<file path="src/rtl/cih_pkg.sv">
package cih_pkg;
  localparam logic [3:0] A_CTRL = 4'd0;
  localparam logic [3:0] A_STAT = 4'd1;
  localparam logic [3:0] A_DIN  = 4'd2;
  localparam logic [3:0] A_DOUT = 4'd3;

  typedef enum logic [1:0] {
    OP_ENC     = 2'b00,
    OP_DERIVE  = 2'b01,
    OP_DEC     = 2'b10,
    OP_ENC_ALT = 2'b11
  } op_e;

  // per-word reorder selected by the data-type code; every variant is self-inverse
  function automatic logic [31:0] lane_swap(input logic [1:0] dt, input logic [31:0] w);
    logic [31:0] r;
    case (dt)
      2'b01:   r = {w[15:0], w[31:16]};
      2'b10:   r = {w[7:0], w[15:8], w[23:16], w[31:24]};
      2'b11:   for (int k = 0; k < 32; k++) r[k] = w[31-k];
      default: r = w;
    endcase
    return r;
  endfunction
endpackage

</file>
<file path="src/rtl/cih_gather.sv">
module cih_gather #(
  parameter int WAIT_CYC = 3
) (
  input  logic         clk,
  input  logic         rst_n,
  input  logic         en,
  input  logic         din_wr,
  input  logic         din_ok,
  input  logic [31:0]  din_word,
  input  logic [3:0]   pad,
  input  logic         hdr,
  output logic         ready_o,
  output logic         start_o,
  output logic [127:0] blk_o
);
  localparam int WW = (WAIT_CYC > 0) ? $clog2(WAIT_CYC + 1) : 1;

  logic [WW-1:0] wcnt;
  logic [1:0]    cnt;
  logic [31:0]   h0, h1, h2;
  logic [3:0]    pad_eff;
  logic [127:0]  raw, masked;

  assign ready_o = (wcnt == '0);
  assign pad_eff = hdr ? 4'd0 : pad;
  assign raw     = {din_word, h2, h1, h0};

  for (genvar b = 0; b < 16; b++) begin : g_byte
    localparam int LN = b / 4;
    localparam int BK = b % 4;
    assign masked[32*LN + 31 - 8*BK -: 8] =
      ((5'(b) + {1'b0, pad_eff}) >= 5'd16) ? 8'h00 : raw[32*LN + 31 - 8*BK -: 8];
  end

  always_ff @(posedge clk) begin
    if (!rst_n) wcnt <= '0;
    else if (din_wr) wcnt <= WW'(WAIT_CYC);
    else if (wcnt != '0) wcnt <= wcnt - 1'b1;
  end

  always_ff @(posedge clk) begin
    if (!rst_n || !en) begin
      cnt     <= 2'd0;
      start_o <= 1'b0;
    end else begin
      start_o <= 1'b0;
      if (din_ok) begin
        cnt <= cnt + 2'd1;
        if (cnt == 2'd3) begin
          blk_o   <= masked;
          start_o <= 1'b1;
        end
      end
    end
  end

  always_ff @(posedge clk) begin
    if (!rst_n) begin
      h0 <= '0; h1 <= '0; h2 <= '0;
    end else if (din_ok) begin
      case (cnt)
        2'd0:    h0 <= din_word;
        2'd1:    h1 <= din_word;
        2'd2:    h2 <= din_word;
        default: ;
      endcase
    end
  end

  // a taken input write stalls the bus on the next cycle
  a_r8_wait_after_din: assert property (@(posedge clk) disable iff (!rst_n)
    din_wr |=> (!ready_o || WAIT_CYC == 0));
  // with a non-zero count outside the header phase, the final byte is forced to zero
  a_r9_last_byte_zero: assert property (@(posedge clk) disable iff (!rst_n)
    (start_o && !$past(hdr) && $past(pad) != 4'd0) |-> (blk_o[103:96] == 8'h00));
endmodule

</file>
<file path="src/rtl/cih_engine.sv">
module cih_engine #(
  parameter int LAT = 4
) (
  input  logic         clk,
  input  logic         rst_n,
  input  logic         en,
  input  logic         start,
  input  logic [127:0] blk,
  input  logic [255:0] key,
  input  logic [127:0] iv,
  input  logic [1:0]   mode,
  input  logic         ks,
  input  logic         clr,
  output logic         done_o,
  output logic         busy_o,
  output logic [127:0] res_o
);
  import cih_pkg::*;
  localparam int CW = (LAT > 1) ? $clog2(LAT) : 1;

  logic [CW-1:0] cnt;
  logic [127:0]  calc;

  for (genvar i = 0; i < 4; i++) begin : g_lane
    logic [31:0] k_w, b_w, v_w, r_w;
    assign b_w = blk[32*i +: 32];
    assign v_w = iv[32*i +: 32];
    assign k_w = key[32*i +: 32] ^ (ks ? key[32*(i+4) +: 32] : 32'h0);
    always_comb begin
      case (op_e'(mode))
        OP_DERIVE: r_w = k_w;
        OP_DEC:    r_w = (b_w - v_w) ^ k_w;
        default:   r_w = (b_w ^ k_w) + v_w;
      endcase
    end
    assign calc[32*i +: 32] = r_w;
  end

  always_ff @(posedge clk) begin
    if (!rst_n || !en) begin
      busy_o <= 1'b0;
      done_o <= 1'b0;
      cnt    <= '0;
      if (!rst_n) res_o <= '0;
    end else begin
      if (clr) done_o <= 1'b0;
      if (start) begin
        busy_o <= 1'b1;
        cnt    <= CW'(LAT - 1);
        res_o  <= calc;
      end else if (busy_o) begin
        if (cnt == '0) begin
          busy_o <= 1'b0;
          done_o <= 1'b1;
        end else begin
          cnt <= cnt - 1'b1;
        end
      end
    end
  end

  // a block is never both in flight and complete
  a_r5_busy_done_excl: assert property (@(posedge clk) disable iff (!rst_n)
    !(done_o && busy_o));
  // a clear with nothing finishing drops the flag
  a_r7_clear_drops_flag: assert property (@(posedge clk) disable iff (!rst_n)
    (clr && !busy_o && !start) |=> !done_o);
endmodule

</file>
<file path="src/rtl/cipher_host_if.sv">
module cipher_host_if #(
  parameter int LAT      = 4,
  parameter int WAIT_CYC = 3
) (
  input  logic        clk,
  input  logic        rst_n,
  input  logic        req_valid,
  output logic        req_ready,
  input  logic        req_write,
  input  logic [3:0]  req_addr,
  input  logic [31:0] req_wdata,
  output logic        rsp_valid,
  output logic [31:0] rsp_rdata
);
  import cih_pkg::*;

  logic         en_q, ks_q, hdr_q, err_q;
  logic [1:0]   mode_q, dt_q, ocnt_q;
  logic [2:0]   chain_q;
  logic [3:0]   npad_q;
  logic [255:0] key_q;
  logic [127:0] iv_q, blk, res;
  logic         acc, wr_ctrl, din_wr, din_ok, dout_rd, clr, g_start, e_done, e_busy;
  logic [31:0]  ctrl_rd;

  assign acc     = req_valid && req_ready;
  assign wr_ctrl = acc && req_write && (req_addr == A_CTRL);
  assign din_wr  = acc && req_write && (req_addr == A_DIN) && en_q;
  assign din_ok  = din_wr && !e_busy && !e_done && !g_start;
  assign dout_rd = acc && !req_write && (req_addr == A_DOUT);
  assign clr     = wr_ctrl && req_wdata[9];
  assign ctrl_rd = {17'b0, hdr_q, npad_q, 1'b0, ks_q, dt_q, chain_q, mode_q, en_q};

  always_ff @(posedge clk) begin
    if (!rst_n) begin
      en_q <= 1'b0; mode_q <= '0; chain_q <= '0; dt_q <= '0;
      ks_q <= 1'b0; npad_q <= '0; hdr_q <= 1'b0;
      key_q <= '0; iv_q <= '0;
    end else if (acc && req_write) begin
      if (req_addr == A_CTRL) begin
        en_q   <= req_wdata[0];
        npad_q <= req_wdata[13:10];
        hdr_q  <= req_wdata[14];
        if (!en_q) begin
          mode_q  <= req_wdata[2:1];
          chain_q <= req_wdata[5:3];
          dt_q    <= req_wdata[7:6];
          ks_q    <= req_wdata[8];
        end
      end else if (!en_q && req_addr[3]) begin
        key_q[32*req_addr[2:0] +: 32] <= req_wdata;
      end else if (!en_q && req_addr[3:2] == 2'b01) begin
        iv_q[32*req_addr[1:0] +: 32] <= req_wdata;
      end
    end
  end

  always_ff @(posedge clk) begin
    if (!rst_n) begin
      err_q  <= 1'b0;
      ocnt_q <= '0;
    end else begin
      if (wr_ctrl && !req_wdata[0]) err_q <= 1'b0;
      else if (en_q && ((din_wr && !din_ok) || (dout_rd && !e_done))) err_q <= 1'b1;
      if (!en_q || clr) ocnt_q <= '0;
      else if (dout_rd && e_done) ocnt_q <= ocnt_q + 2'd1;
    end
  end

  always_ff @(posedge clk) begin
    if (!rst_n) begin
      rsp_valid <= 1'b0;
      rsp_rdata <= '0;
    end else begin
      rsp_valid <= acc && !req_write;
      rsp_rdata <= '0;
      if (acc && !req_write) begin
        case (req_addr)
          A_CTRL:  rsp_rdata <= ctrl_rd;
          A_STAT:  rsp_rdata <= {30'b0, err_q, e_done};
          A_DOUT:  rsp_rdata <= e_done ? lane_swap(dt_q, res[32*ocnt_q +: 32]) : 32'h0;
          default: rsp_rdata <= '0;
        endcase
      end
    end
  end

  cih_gather #(.WAIT_CYC(WAIT_CYC)) u_gather (
    .clk(clk), .rst_n(rst_n), .en(en_q), .din_wr(din_wr), .din_ok(din_ok),
    .din_word(lane_swap(dt_q, req_wdata)), .pad(npad_q), .hdr(hdr_q),
    .ready_o(req_ready), .start_o(g_start), .blk_o(blk)
  );

  cih_engine #(.LAT(LAT)) u_engine (
    .clk(clk), .rst_n(rst_n), .en(en_q), .start(g_start), .blk(blk),
    .key(key_q), .iv(iv_q), .mode(mode_q), .ks(ks_q), .clr(clr),
    .done_o(e_done), .busy_o(e_busy), .res_o(res)
  );

  // configuration and key bank hold while enabled
  a_r2_cfg_locked: assert property (@(posedge clk) disable iff (!rst_n)
    (en_q && $past(en_q)) |-> $stable({mode_q, chain_q, dt_q, ks_q}));
  a_r2_key_locked: assert property (@(posedge clk) disable iff (!rst_n)
    (en_q && $past(en_q)) |-> ($stable(key_q) && $stable(iv_q)));
  // the error flag only falls through a disabling control write
  a_r11_err_sticky: assert property (@(posedge clk) disable iff (!rst_n)
    (err_q && !(wr_ctrl && !req_wdata[0])) |=> err_q);
endmodule

</file>
<file path="config.mk">
export PLATFORM = sky130hd
export DESIGN_NAME = cipher_host_if
export DESIGN_NICKNAME = d
export VERILOG_FILES = /design/src/rtl/cih_pkg.sv /design/src/rtl/cih_gather.sv /design/src/rtl/cih_engine.sv /design/src/rtl/cipher_host_if.sv
export SDC_FILE = /design/constraint.sdc
export NUM_CORES = 2
export LEC_CHECK = 0
export BUFFER_PORTS_ARGS = -buffer_cell sky130_fd_sc_hd__buf_4
export CELL_PAD_IN_SITES_DETAIL_PLACEMENT = 0
export CELL_PAD_IN_SITES_GLOBAL_PLACEMENT = 1
export CORE_UTILIZATION = 35
export CTS_CLUSTER_DIAMETER = 100
export DETAILED_ROUTE_END_ITERATION = 7
export HOLD_SLACK_MARGIN = 0.02
export PLACE_DENSITY = 0.64
export SETUP_SLACK_MARGIN = 0.1
export SLEW_MARGIN = 25
export SYNTH_ARGS = -nofsm -noshare
export SYNTH_HDL_FRONTEND = slang
export SYNTH_SLANG_ARGS = --single-unit
</file>
<file path="constraint.sdc">
create_clock -name clk -period 7.1 [get_ports clk]
set_clock_uncertainty 0.05 [all_clocks]
set_input_delay 1.42 -clock clk [delete_from_list [all_inputs] [get_ports clk]]
set_output_delay 1.42 -clock clk [all_outputs]
set_load 0.03 [all_outputs]
</file>
==> metrics.md <==
| Metric | Value |
|---|---|
| Final min period | `~5.1 ns` |
| Switching share of power | `between 20% and 30%` |
| Count of cell types in the netlist | `90` |
| EDFF count, synth | `256` |
| Primary FF master, synth | `dfxtp_1` |
| Htree depth | `3` |
| Fin crit share | `71.3%` |
| Largest net degree at the start of global routing | `approximately 240` |
| Combinational share of power | `6.6%` |
| Vias per cell | `5.70` |
| Synth Register Bits | `795` |
| CP delay by family, top | `compound AO/OA/AOI/OAI gates` |
| Peak supply drop | `around 180 uV` |
| CTS tree | `built` |
| Yosys top cell by area | `dfxtp_1` |
| Max Slew Vio Count | `0` |
| First-pass GRT wire length | `approximately 300000 um` |
| Core area | `0.142 mm^2` |
| Slew @ Worst Pin | `1.13 ns` |
| # hold bufs at CTS | `0` |
| Initial core utilization | `approximately 35%` |
| Clock sinks | `roughly 800` |
| Req. time, crit path | `7.50 ns` |
| Netlist Area Pre-Place | `0.0505 mm^2` |
| Total CTS buffers | `95` |
| Hold Fails Final Rpt | `0` |
| CP peak stage delay | `0.85 ns` |
| Nets | `5963` |
| Async SR Flop Fraction | `0%` |
| Top cells by area, synth | `dfxtp_1, edfxtp_1, ha_1, xnor2_1, nand2_1` |
| Final Wtd Congestion | `0.973` |
| Global route overflow | `0` |
| Slew margin rel. | `24.1%` |
| Max-cap violations | `0` |
| DRT iter0 DRCs | `5150` |
| Row cnt | `138` |
| WHS | `a little under 0.4 ns` |
| WP depth | `17` |
| Critical path arrival | `5.46 ns` |
| # DRC | `0` |
| PortBufs | `73` |
| Synth top area share | `21.4%` |
| Clk_lat worst skew | `0.73 ns` |
| Detailed-placement wirelength estimate | `145000 um` |
| Area grow syn2layout | `10.7%` |
| Detail Route Antenna Nets | `0` |
| Setup tns final | `0 ns` |
| Wire per inst | `27.3 um` |
| Clk pin slew, worst setup/hold paths | `0.06 ns` |
| CP Cell Sequence | `buf_12 -> nand2_1 -> xor2_1 -> xnor2_1 -> ha_1 -> inv_1 -> fa_1 -> nor2b_1 -> o2111a_1 -> nor3_1 -> nor3_1 -> o211ai_1 -> nand2b_1 -> o21ai_0 -> o31ai_1 -> mux2i_1 -> o211ai_1` |
| Power Dens Cells | `approximately 190 mW/mm^2` |
| Via Count | `roughly 43000` |
| I/O pin count | `74` |
| Syn_nets | `just over 6000` |
| Final wirelength | `roughly 210000 um` |
| Fmax | `197 MHz` |
| Hold depth | `0` |
| Cells after Synth | `5793` |
| Final Power | `10.6 mW` |
| CP max FO | `43` |
| Die Y | `382 um` |
| Hold Crit Class | `reg -> reg` |
| PostCTS Resize Cnt | `0` |
| Root Buffer | `clkbuf_16` |
| WP buf/inv | `2` |
| Clock share of power | `48.4%` |
| Vias in the first global route | `about 41000` |
| Worst Reg2Reg Path Length in Cells | `17` |
| Seq/Total Area, Yosys | `a little over a third` |
| Switching pwr | `2.72 mW` |
| Mean post-synth cell area | `8.71 um^2` |
| Final Setup Violations | `0` |
| Status | `complete, no violations` |
| Initial antenna violation count | `24` |
| Die area | `0.146 mm^2` |
| CTS Buffer Depth | `3` |
| Worst Slack Setup Final | `around 2 ns` |
| Leakage | `19.1 nW` |
| GRT Util Overall | `28.0%` |
| DRT Pass-1 Iters | `6` |
| Critical Path Start Type | `register` |
| Die Wd | `382 um` |
| Worst slack at placement | `between 2 and 2.5 ns` |
| Share of total power in sequential cells | `between 40 and 50%` |
| CP max stage cell | `dfxtp_4` |
| RSZ-0062 raised after global routing | `no` |
| Crit Path Category | `reg -> reg` |
| Total of warnings raised by yosys | `0` |
| Internal | `between 7 and 8 mW` |
| Setup Buffers After CTS | `0` |
| Share of cells above drive strength 1 | `7.90%` |
| Crit path capture type | `register` |
==> metal layers <==
layer  share of wire, %  track usage [%]  vias up
li1                   -                -    20000
met1                 45             39.0    21300
met2                 42             41.6     1820
met3                8.9             6.30      368
met4                4.1             10.8       12
met5              0.037                0        -
==> final timing paths <==
path                                                    endpoint                    startpoint  slack, ns
worst max-delay path            u_engine.res_o[92]$_SDFFCE_PN0P_             ks_q$_SDFFE_PN0P_       2.03
worst min-delay path                u_gather.blk_o[24]$_DFFE_PP_  u_gather.h0[24]$_SDFFE_PN0P_       0.39
worst max register to register  u_engine.res_o[92]$_SDFFCE_PN0P_             ks_q$_SDFFE_PN0P_       2.03
worst min register to register      u_gather.blk_o[24]$_DFFE_PP_  u_gather.h0[24]$_SDFFE_PN0P_       0.39
==> Yosys cell counts (all sizes together) (16+ instances only) <==
cell / instances
o22ai: 17
inv: 205
nor2b: 195
clkbuf: 341
a21o: 127
mux4: 93
a211oi: 98
nand2b: 40
a21boi: 329
nor3: 134
buf: 23
nand2: 820
or3: 24
and2: 63
dfxtp: 539
xnor2: 365
o31ai: 16
o211ai: 16
nor3b: 105
and3: 48
o21bai: 23
nand3: 154
nor2: 409
a31oi: 26
xor2: 213
edfxtp: 256
o21ai: 193
ha: 266
a21oi: 369
nand4: 48
o21a: 30
a22oi: 17
==> power by group through the flow <==
| stage | Sequential (mW) | Clock (mW) | Combinational (mW) |
|---|---|---|---|
| 2_1_floorplan | 4.83 | 0 | 0.365 |
| 3_3_place_gp | 4.87 | 0 | 0.679 |
| 3_5_place_dp | 4.87 | 0 | 0.679 |
| 4_1_cts | 4.77 | 5.19 | 0.681 |
| 5_1_grt | 4.77 | 5.34 | 0.721 |
| 6_report | 4.78 | 5.13 | 0.702 |
==> kinds of logic (layout without fill, tap and decap cells) <==
| logic type | count (synthesis) | count (layout) | synth area share (%) |
|---|---|---|---|
| and+or+nand+nor | 2095 | 2095 | 19.6 |
| AOI/OAI and AO/OA | 1374 | 1374 | 18.2 |
| DFF | 795 | 795 | 36.6 |
| xor gates and xnor gates | 578 | 578 | 10.0 |
| buffers and inverters | 569 | 508 | 4.24 |
| adders and majority gates | 274 | 274 | 6.91 |
| muxes | 108 | 108 | 4.45 |
| other | 0 | 8 | 0 |
==> cells in the final DEF, fill, tap and decap left out, types with 132 or more instances in the layout <==
master	count
nand3_1	153
ha_1	265
nand2_1	809
o21ai_0	179
edfxtp_1	256
nor2_1	407
xor2_1	213
a21boi_0	327
nor3_1	132
dfxtp_1	535
nor2b_1	195
inv_1	202
xnor2_1	365
a21oi_1	366
==> through the flow <==
stage	cell area (um^2)	instances	utilization [%]
after floorplan	50500	5793	-
after global placement	52600	7442	37.0
after detailed placement	52600	7442	37.0
after CTS	55800	7622	39.2
after global routing	55800	7622	39.2
final	55900	7630	39.3
==> registers in the layout (all words and copies together) (netlist names), 2 cells and up <==
name	count
dt_q	2
npad_q	4
u_gather.cnt	2
u_gather.wcnt	2
u_engine.cnt	2
u_gather.h1	32
u_gather.h0	32
ocnt_q	2
u_gather.blk_o	128
rsp_rdata	32
u_gather.h2	32
iv_q	128
u_engine.res_o	128
mode_q	2
chain_q	3
key_q	256
==> worst register-to-register path, delay by kind of cell (launching register included) <==
kind / cells / cell delay, ns
xor gates and xnor gates: 2 / 0.41
and+or+nand+nor: 5 / 1.00
DFF: 1 / 0.85
adders and majority gates: 2 / 0.66
AOI/OAI and AO/OA: 5 / 1.20
buffers and inverters: 2 / 0.40
muxes: 1 / 0.23
==> layout make-up <==
cell class                      count  area, um^2
Antenna cell                        8        20.0
Timing Repair Buffer              123        1010
Multi-Input combinational cell   4429       30000
Inverter                          205         773
Fill cell                       14400       86400
Sequential cell                   795       18500
Tap cell                         1890        2360
Clock inverter                     42         513
Clock buffer                      138        2700
No activity file was read; power rests on OpenSTA's default activity.
